`config.mk`:
```
export PLATFORM = sky130hd
export DESIGN_NAME = warble_alarm_drv
export DESIGN_NICKNAME = d
export VERILOG_FILES = /design/src/rtl/alarm_pkg.sv /design/src/rtl/alarm_warble_timer.sv /design/src/rtl/alarm_tone_pick.sv /design/src/rtl/alarm_tone_div.sv /design/src/rtl/warble_alarm_drv.sv
export SDC_FILE = /design/constraint.sdc
export NUM_CORES = 1
export LEC_CHECK = 0
export ABC_AREA = 0
export BUFFER_PORTS_ARGS = -buffer_cell sky130_fd_sc_hd__buf_2
export CELL_PAD_IN_SITES_DETAIL_PLACEMENT = 2
export CELL_PAD_IN_SITES_GLOBAL_PLACEMENT = 2
export CORE_ASPECT_RATIO = 2
export CORE_UTILIZATION = 40
export CTS_BUF_LIST = sky130_fd_sc_hd__clkbuf_8 sky130_fd_sc_hd__clkbuf_16
export CTS_CLUSTER_DIAMETER = 40
export DETAILED_ROUTE_END_ITERATION = 7
export PLACE_DENSITY = 0.78
export REMOVE_ABC_BUFFERS = 1
export SLEW_MARGIN = 20
export SYNTH_ARGS = -nofsm -noshare
export SYNTH_HDL_FRONTEND = slang
export SYNTH_SLANG_ARGS = --single-unit
```
`constraint.sdc`:
```
create_clock -name clk -period 3.35 [get_ports clk]
set_input_delay 0.335 -clock clk [delete_from_list [all_inputs] [get_ports clk]]
set_output_delay 0.335 -clock clk [all_outputs]
set_load 0.01 [all_outputs]
```
`src/rtl/alarm_pkg.sv`:
```
package alarm_pkg;
  typedef enum logic [1:0] {
    TONE_OFF  = 2'd0,
    TONE_LOW  = 2'd1,
    TONE_HIGH = 2'd2
  } tone_e;
endpackage

```
`src/rtl/alarm_warble_timer.sv`:
```
module alarm_warble_timer #(
  parameter int HALF_CYC = 1000
) (
  input  logic clk,
  input  logic rst_n,
  input  logic run_i,
  output logic phase_o
);
  localparam int CW = $clog2(HALF_CYC + 1);
  localparam logic [CW-1:0] LIM = CW'(HALF_CYC - 1);

  logic [CW-1:0] cnt_q;
  logic          phase_q;

  always_ff @(posedge clk) begin
    if (!rst_n || !run_i) begin
      cnt_q   <= '0;
      phase_q <= 1'b0;
    end else if (cnt_q == LIM) begin
      cnt_q   <= '0;
      phase_q <= ~phase_q;
    end else begin
      cnt_q <= cnt_q + 1'b1;
    end
  end

  assign phase_o = phase_q;
endmodule

```
`src/rtl/alarm_tone_pick.sv`:
```
module alarm_tone_pick
  import alarm_pkg::*;
(
  input  logic  sel_low,
  input  logic  sel_high,
  input  logic  force_any,
  input  logic  phase_i,
  output logic  warble_o,
  output tone_e tone_o
);
  always_comb begin
    warble_o = sel_low & sel_high;
    if (warble_o)      tone_o = phase_i ? TONE_HIGH : TONE_LOW;
    else if (sel_low)  tone_o = TONE_LOW;
    else if (sel_high) tone_o = TONE_HIGH;
    else if (force_any) tone_o = TONE_HIGH;
    else               tone_o = TONE_OFF;
  end
endmodule

```
`src/rtl/alarm_tone_div.sv`:
```
module alarm_tone_div
  import alarm_pkg::*;
#(
  parameter int LOW_HALF  = 500,
  parameter int HIGH_HALF = 250
) (
  input  logic  clk,
  input  logic  rst_n,
  input  tone_e tone_i,
  output tone_e cur_o,
  output logic  drive_o
);
  localparam int MAXH = (LOW_HALF > HIGH_HALF) ? LOW_HALF : HIGH_HALF;
  localparam int CW   = $clog2(MAXH + 1);
  localparam logic [CW-1:0] LOW_LIM  = CW'(LOW_HALF - 1);
  localparam logic [CW-1:0] HIGH_LIM = CW'(HIGH_HALF - 1);

  tone_e         cur_q;
  logic [CW-1:0] cnt_q;
  logic          drv_q;
  logic [CW-1:0] lim;

  assign lim = (tone_i == TONE_LOW) ? LOW_LIM : HIGH_LIM;

  always_ff @(posedge clk) begin
    if (!rst_n || tone_i == TONE_OFF) begin
      cur_q <= TONE_OFF;
      cnt_q <= '0;
      drv_q <= 1'b0;
    end else if (tone_i != cur_q) begin
      cur_q <= tone_i;   // restart, level held
      cnt_q <= '0;
    end else if (cnt_q == lim) begin
      cnt_q <= '0;
      drv_q <= ~drv_q;
    end else begin
      cnt_q <= cnt_q + 1'b1;
    end
  end

  assign cur_o   = cur_q;
  assign drive_o = drv_q;
endmodule

```
`src/rtl/warble_alarm_drv.sv`:
```
module warble_alarm_drv
  import alarm_pkg::*;
#(
  parameter int CLK_HZ     = 1_000_000,
  parameter int LOW_HZ     = 1000,
  parameter int HIGH_HZ    = 2000,
  parameter int WARBLE_DHZ = 12
) (
  input  logic clk,
  input  logic rst_n,
  input  logic sel_low,
  input  logic sel_high,
  input  logic force_lowbat,
  input  logic force_wdog,
  output logic drive_o
);
  localparam int LOW_HALF    = CLK_HZ / (2 * LOW_HZ);
  localparam int HIGH_HALF   = CLK_HZ / (2 * HIGH_HZ);
  localparam int WARBLE_HALF = (CLK_HZ * 5) / WARBLE_DHZ;

  logic  warble_on;
  logic  warble_phase;
  tone_e want_tone;
  tone_e active_tone;

  alarm_warble_timer #(.HALF_CYC(WARBLE_HALF)) u_wtmr (
    .clk     (clk),
    .rst_n   (rst_n),
    .run_i   (warble_on),
    .phase_o (warble_phase)
  );

  alarm_tone_pick u_pick (
    .sel_low   (sel_low),
    .sel_high  (sel_high),
    .force_any (force_lowbat | force_wdog),
    .phase_i   (warble_phase),
    .warble_o  (warble_on),
    .tone_o    (want_tone)
  );

  alarm_tone_div #(.LOW_HALF(LOW_HALF), .HIGH_HALF(HIGH_HALF)) u_div (
    .clk     (clk),
    .rst_n   (rst_n),
    .tone_i  (want_tone),
    .cur_o   (active_tone),
    .drive_o (drive_o)
  );
endmodule

```
; After elaboration in Yosys (flattened, before gate mapping)
; Index checks and enable logic that the tools add are counted.
[word_totals]
ff_bits = 32
input_bits = 6
output_inout_bits = 1
elab_cells = 30
[classes]
n_addsub = 2
eq_ne = 4
mux = 6
bitwise = 5
n_reduce_logical = 8
[ops]
columns = op, n
row1 = "19-bit by 1-bit adder with 19-bit output, second input constant", 1
row2 = "19-bit equality test, second input constant", 1
row3 = 2-bit two-way mux, 5
row4 = "9-bit by 1-bit adder with 9-bit output, second input constant", 1
row5 = 9-bit equality test, 1
row6 = 9-bit two-way mux, 1
row7 = 1-bit inverter, 3
row8 = 3-bit OR reduction, 1
row9 = "2-bit by 1-bit equality test with 1-bit output, second input constant", 1
row10 = 1-bit logical NOT, 2
row11 = 2-bit logical NOT, 1
row12 = 1-bit logical OR, 2
row13 = 2-bit != test, 1
row14 = 2-bit AND reduction, 1
row15 = 2-bit OR reduction, 1
row16 = 1-bit AND, 1
row17 = 1-bit OR, 1

; Longest topological paths before layout
[depth]
ltp_word = 9
mapped_depth = 6
ltp_nobuf = 5

; Cells and area by module
; Synthesis repeated with hierarchy kept, for this count alone.
[hier_totals]
hier_cells = 168
area_unflattened_um2 = 1570.3
[modules_own_cells]
columns = mod, n_inst, cells_each, area_each_um2
row1 = alarm_warble_timer, 1, 103, 948.4
row2 = alarm_tone_div, 1, 59, 585.6
row3 = alarm_tone_pick, 1, 5, 30.0
row4 = warble_alarm_drv, 1, 1, 6.3

; Least setup slack after synthesis
; No wires, ideal clock.
[synth_path]
kind = input to register
start = input force_wdog
end = register u_div.drv_q (netlist: u_div.drive_o)
setup_ps = 121
t_arrival_ps = 1709
t_required_ps = 3229
setup_slack_ps = 1521
cell_stages = 4
cell_sequence = or4_1 > a211o_1 > a211oi_2 > mux2_2
[synth_via]
elab_chain_len = 9
word_cells_on_any_way = 13
[synth_lines]
columns = item, line_no
row1 = start: declaration, warble_alarm_drv.sv:14  ; input logic force_wdog,
row2 = 1-bit OR (*), warble_alarm_drv.sv:36  ; .force_any (force_lowbat | force_wdog),
row3 = 2-bit two-way mux (*), alarm_tone_pick.sv:16  ; else if (force_any) tone_o = TONE_HIGH;
row4 = 2-bit two-way mux (*), alarm_tone_pick.sv:15  ; else if (sel_high) tone_o = TONE_HIGH;
row5 = 2-bit two-way mux (*), alarm_tone_pick.sv:14  ; else if (sel_low) tone_o = TONE_LOW;
row6 = 2-bit two-way mux (*), alarm_tone_pick.sv:13  ; if (warble_o) tone_o = phase_i ? TONE_HIGH : TONE_LOW;
row7 = 2-bit by 1-bit equality test with 1-bit output, alarm_tone_div.sv:23  ; assign lim = (tone_i == TONE_LOW) ? LOW_LIM : HIGH_LIM;
row8 = 9-bit two-way mux, alarm_tone_div.sv:23
row9 = 9-bit equality test, alarm_tone_div.sv:33  ; end else if (cnt_q == lim) begin
row10 = 2-bit AND reduction (no line), n/a
row11 = end signal: assignment, alarm_tone_div.sv:35  ; drv_q <= ~drv_q;
row12 = end: declaration, alarm_tone_div.sv:20  ; logic drv_q;
; Every way passes the cells marked *; elsewhere a longest branch is shown, timed or not.
; A chain may end at the register's enable or synchronous reset.

; Worst setup path in the final report
[layout_path]
start = register u_wtmr.cnt_q[4]
end = register u_wtmr.cnt_q[8]
[layout_via]
elab_chain_len = 2
word_cells_on_any_way = 3
[layout_lines]
columns = item, line_no
row1 = start: declaration, alarm_warble_timer.sv:12  ; logic [CW-1:0] cnt_q;
row2 = start signal: assignment, alarm_warble_timer.sv:23  ; cnt_q <= cnt_q + 1'b1;
row3 = branches (longest 2 deep; another with 19-bit by 1-bit adder with 19-bit output), n/a
; Several ways; the timed one is not identified.

==> impl_results.md <==
* Outcome: finished clean
* Die X at around 45 um
* Synth Area per Inst at between 9 and 10 um2
* Final hold violation count at 0
* Pin count of the biggest net entering global routing at 20
* FP Rows at 30
* CP arrival at 2.08 ns
* Antenna cells at 0
* Longest Clk Path Bufs at 2
* Pwr/cell area at 431.7 nW/um2
* Tcrit/Tclk final at between 50 and 60%
* Drt via density at approximately 5.6
* RSZ-0062 raised after global routing: no
* Post-synth cell types at 38
* Port bufs at 6
* H-Tree Depth at 2
* Yosys reg bits at 32
* Worst hold stages at 2
* CTS Buf Count at 5
* Setup violators final at 0
* DR iter-0 viols at 3
* Total I/O pin count at 7
* Synth Instances at 163
* Worst path required time at 3.49 ns
* Max transition margin at 47.23%
* Final worst path period need at 1.941 ns
* Startpoint types: flop
* Vias at ~1.3k
* Initial core utilization at between 40% and 50%
* CTS tree: yes
* Layout Nets at ~180
* Die area at roughly 4000 um2
* Grt ovf at 0
* # clock sinks at 32
* Maxcap violations at 0
* Die Height at between 80 and 90 um
* Clk slew on worst S/H paths at roughly 0.070 ns
* Fraction of layout cells with a size suffix above 1 at between 10% and 20%
* Initial antenna violation count at 0
* WL/cell at 17.60 um
* GP Congestion at ~0.73
* Fin Clk Skew at around 0.0053 ns
* Routed Antenna Nets at 0
* Setup repair bufs after CTS at 0
* Class of the worst hold path: in2reg
* Max-slew violation count at 0
* Core ar. at 3453 um2
* Hold bufs inserted after CTS at 0
* Setup_tns at 0 ns
* Worst vdd ir at approximately 0.26 mV
* Number of remaining DRC errors at 0
* Most frequent cells in the layout: dfxtp_1, nor2_1, xnor2_1
* Area growth syn-to-layout at 12.03%
* Skew-Pair Late Insertion Delay at just under 0.3 ns
* Mapped Area at 1476 um2
* Final wirelength at between 3000 and 4000 um
* Post_cts resized at 0
* Final Util at 47.90%
* First-pass GRT wire length at a little under 7000 um
* Max Clock Freq at 515.3 MHz
* Total leakage power at 0.5123 nW
* Critical path class: reg2reg
* Vias in the first global route at around 1.4k
* Leading cell type in the layout, fill and taps excluded: dfxtp_1
* Tot GR Track Use at 24.15%
* DP Wirelength at 3005 um
* First-pass DRT Iterations at 2
* Yosys Warn Count at 0
* Crit-path max FO at 19
* Clk root buf: clkbuf_8
* Crit end category: flop
* Reg2Reg Depth at 4
* Sequential area share after synthesis at between 40% and 50%
* Tightest Pin Transition at slightly below 0.8 ns
-- per-stage QoR --
stage	power (W)	instance area [um2]	cells	hold WS (ns)	worst slack (ns)
6_report	0.0007141	1654	224	0.3053	1.409
3_3_place_gp	0.0004172	1562	216	0.4457	1.384
2_1_floorplan	0.0004071	1464	161	0.4334	1.521
3_5_place_dp	0.0004191	1562	216	0.4718	1.338
5_1_grt	0.0007458	1654	224	0.3145	1.196
4_1_cts	0.0007280	1654	224	0.3009	1.354
-- final timing paths --
kind	from	slack [ns]	to
worst min register to register	u_div.cnt_q[0]	0.48	u_div.cnt_q[0]
worst max register to register	u_wtmr.cnt_q[4]	1.41	u_wtmr.cnt_q[8]
worst min-delay path	rst_n	0.31	u_div.cur_o[0]
worst max-delay path	u_wtmr.cnt_q[4]	1.41	u_wtmr.cnt_q[8]
-- sequential cells by signal, summed over array words and instances, names as in the netlist --
register / flops
u_wtmr.phase_o: 1
u_div.cnt_q: 9
u_wtmr.cnt_q: 19
u_div.cur_o: 2
u_div.drive_o: 1
-- layer usage --
layer	vias up	GRT usage, %	part of all wire [%]
li1	611	-	-
met1	621	22.22	34
met2	9	46.77	62
met3	10	4.330	1.4
met4	0	12.12	2.9
met5	-	0	0
-- report_power, final --
group          internal [W]  switching, W  leakage (nW)
clock              0.000164      0.000140        0.0510
combinational    0.00000924     0.0000154         0.203
sequential         0.000383    0.00000223         0.258
total              0.000556      0.000158         0.512
-- cell families after synthesis --
family / count (synthesis) / share of synthesized area [%]
adder cells (fa/ha/maj): 3 / 2.543
buffers and inverters: 7 / 2.119
multiplexers: 2 / 1.441
AO/OA/AOI/OAI: 20 / 9.745
AND/OR/NAND/NOR: 80 / 29.49
XOR/XNOR: 19 / 11.27
flip-flops: 32 / 43.39
-- critical path, cell delays in order, from the launching register on --
cell      delay, ns
dfxtp_1        0.42
nor4bb_1       0.34
nand4_1        0.22
o21bai_2       0.69
nor2_1         0.13
-- area by class of cell --
class                   instances  area, um2
multi-input cells             124      804.5
clock inverters                 2      10.01
repair buffers                  7      37.54
clock buffers                   6      82.58
well taps                      48      60.06
flip-flops and latches         32      640.6
inverters                       5      18.77
fillers                       412       1799
-- cell usage after synthesis, drive strengths merged --
cell type	count	share of area [%]
dfxtp	32	43
nor2	21	5.3
xnor2	12	7.1
nor3	10	3.4
nand2	8	2.0
nand3	8	2.7
nand4	7	3.0
xor2	7	4.2
a21oi	6	2.0
inv	5	1.3
o21ai	4	1.4
or3	4	1.7
and3	3	1.3
and4	3	1.8
ha	3	2.5
o31ai	3	1.5
or4	3	1.5
a21boi	2	1.0
and2	2	0.85
buf	2	0.85
nor3b	2	1.0
nor4	2	0.85
a211o	1	0.59
a211oi	1	0.85
and3b	1	0.59
mux2	1	0.76
mux2i	1	0.68
nand2b	1	0.42
nand3b	1	0.51
nor4b	1	0.59
nor4bb	1	0.68
o21bai	1	0.76
o2bb2ai	1	1.0
o41ai	1	0.59
or3b	1	0.59
or4b	1	0.68
No activity file was read; power rests on OpenSTA's default activity.
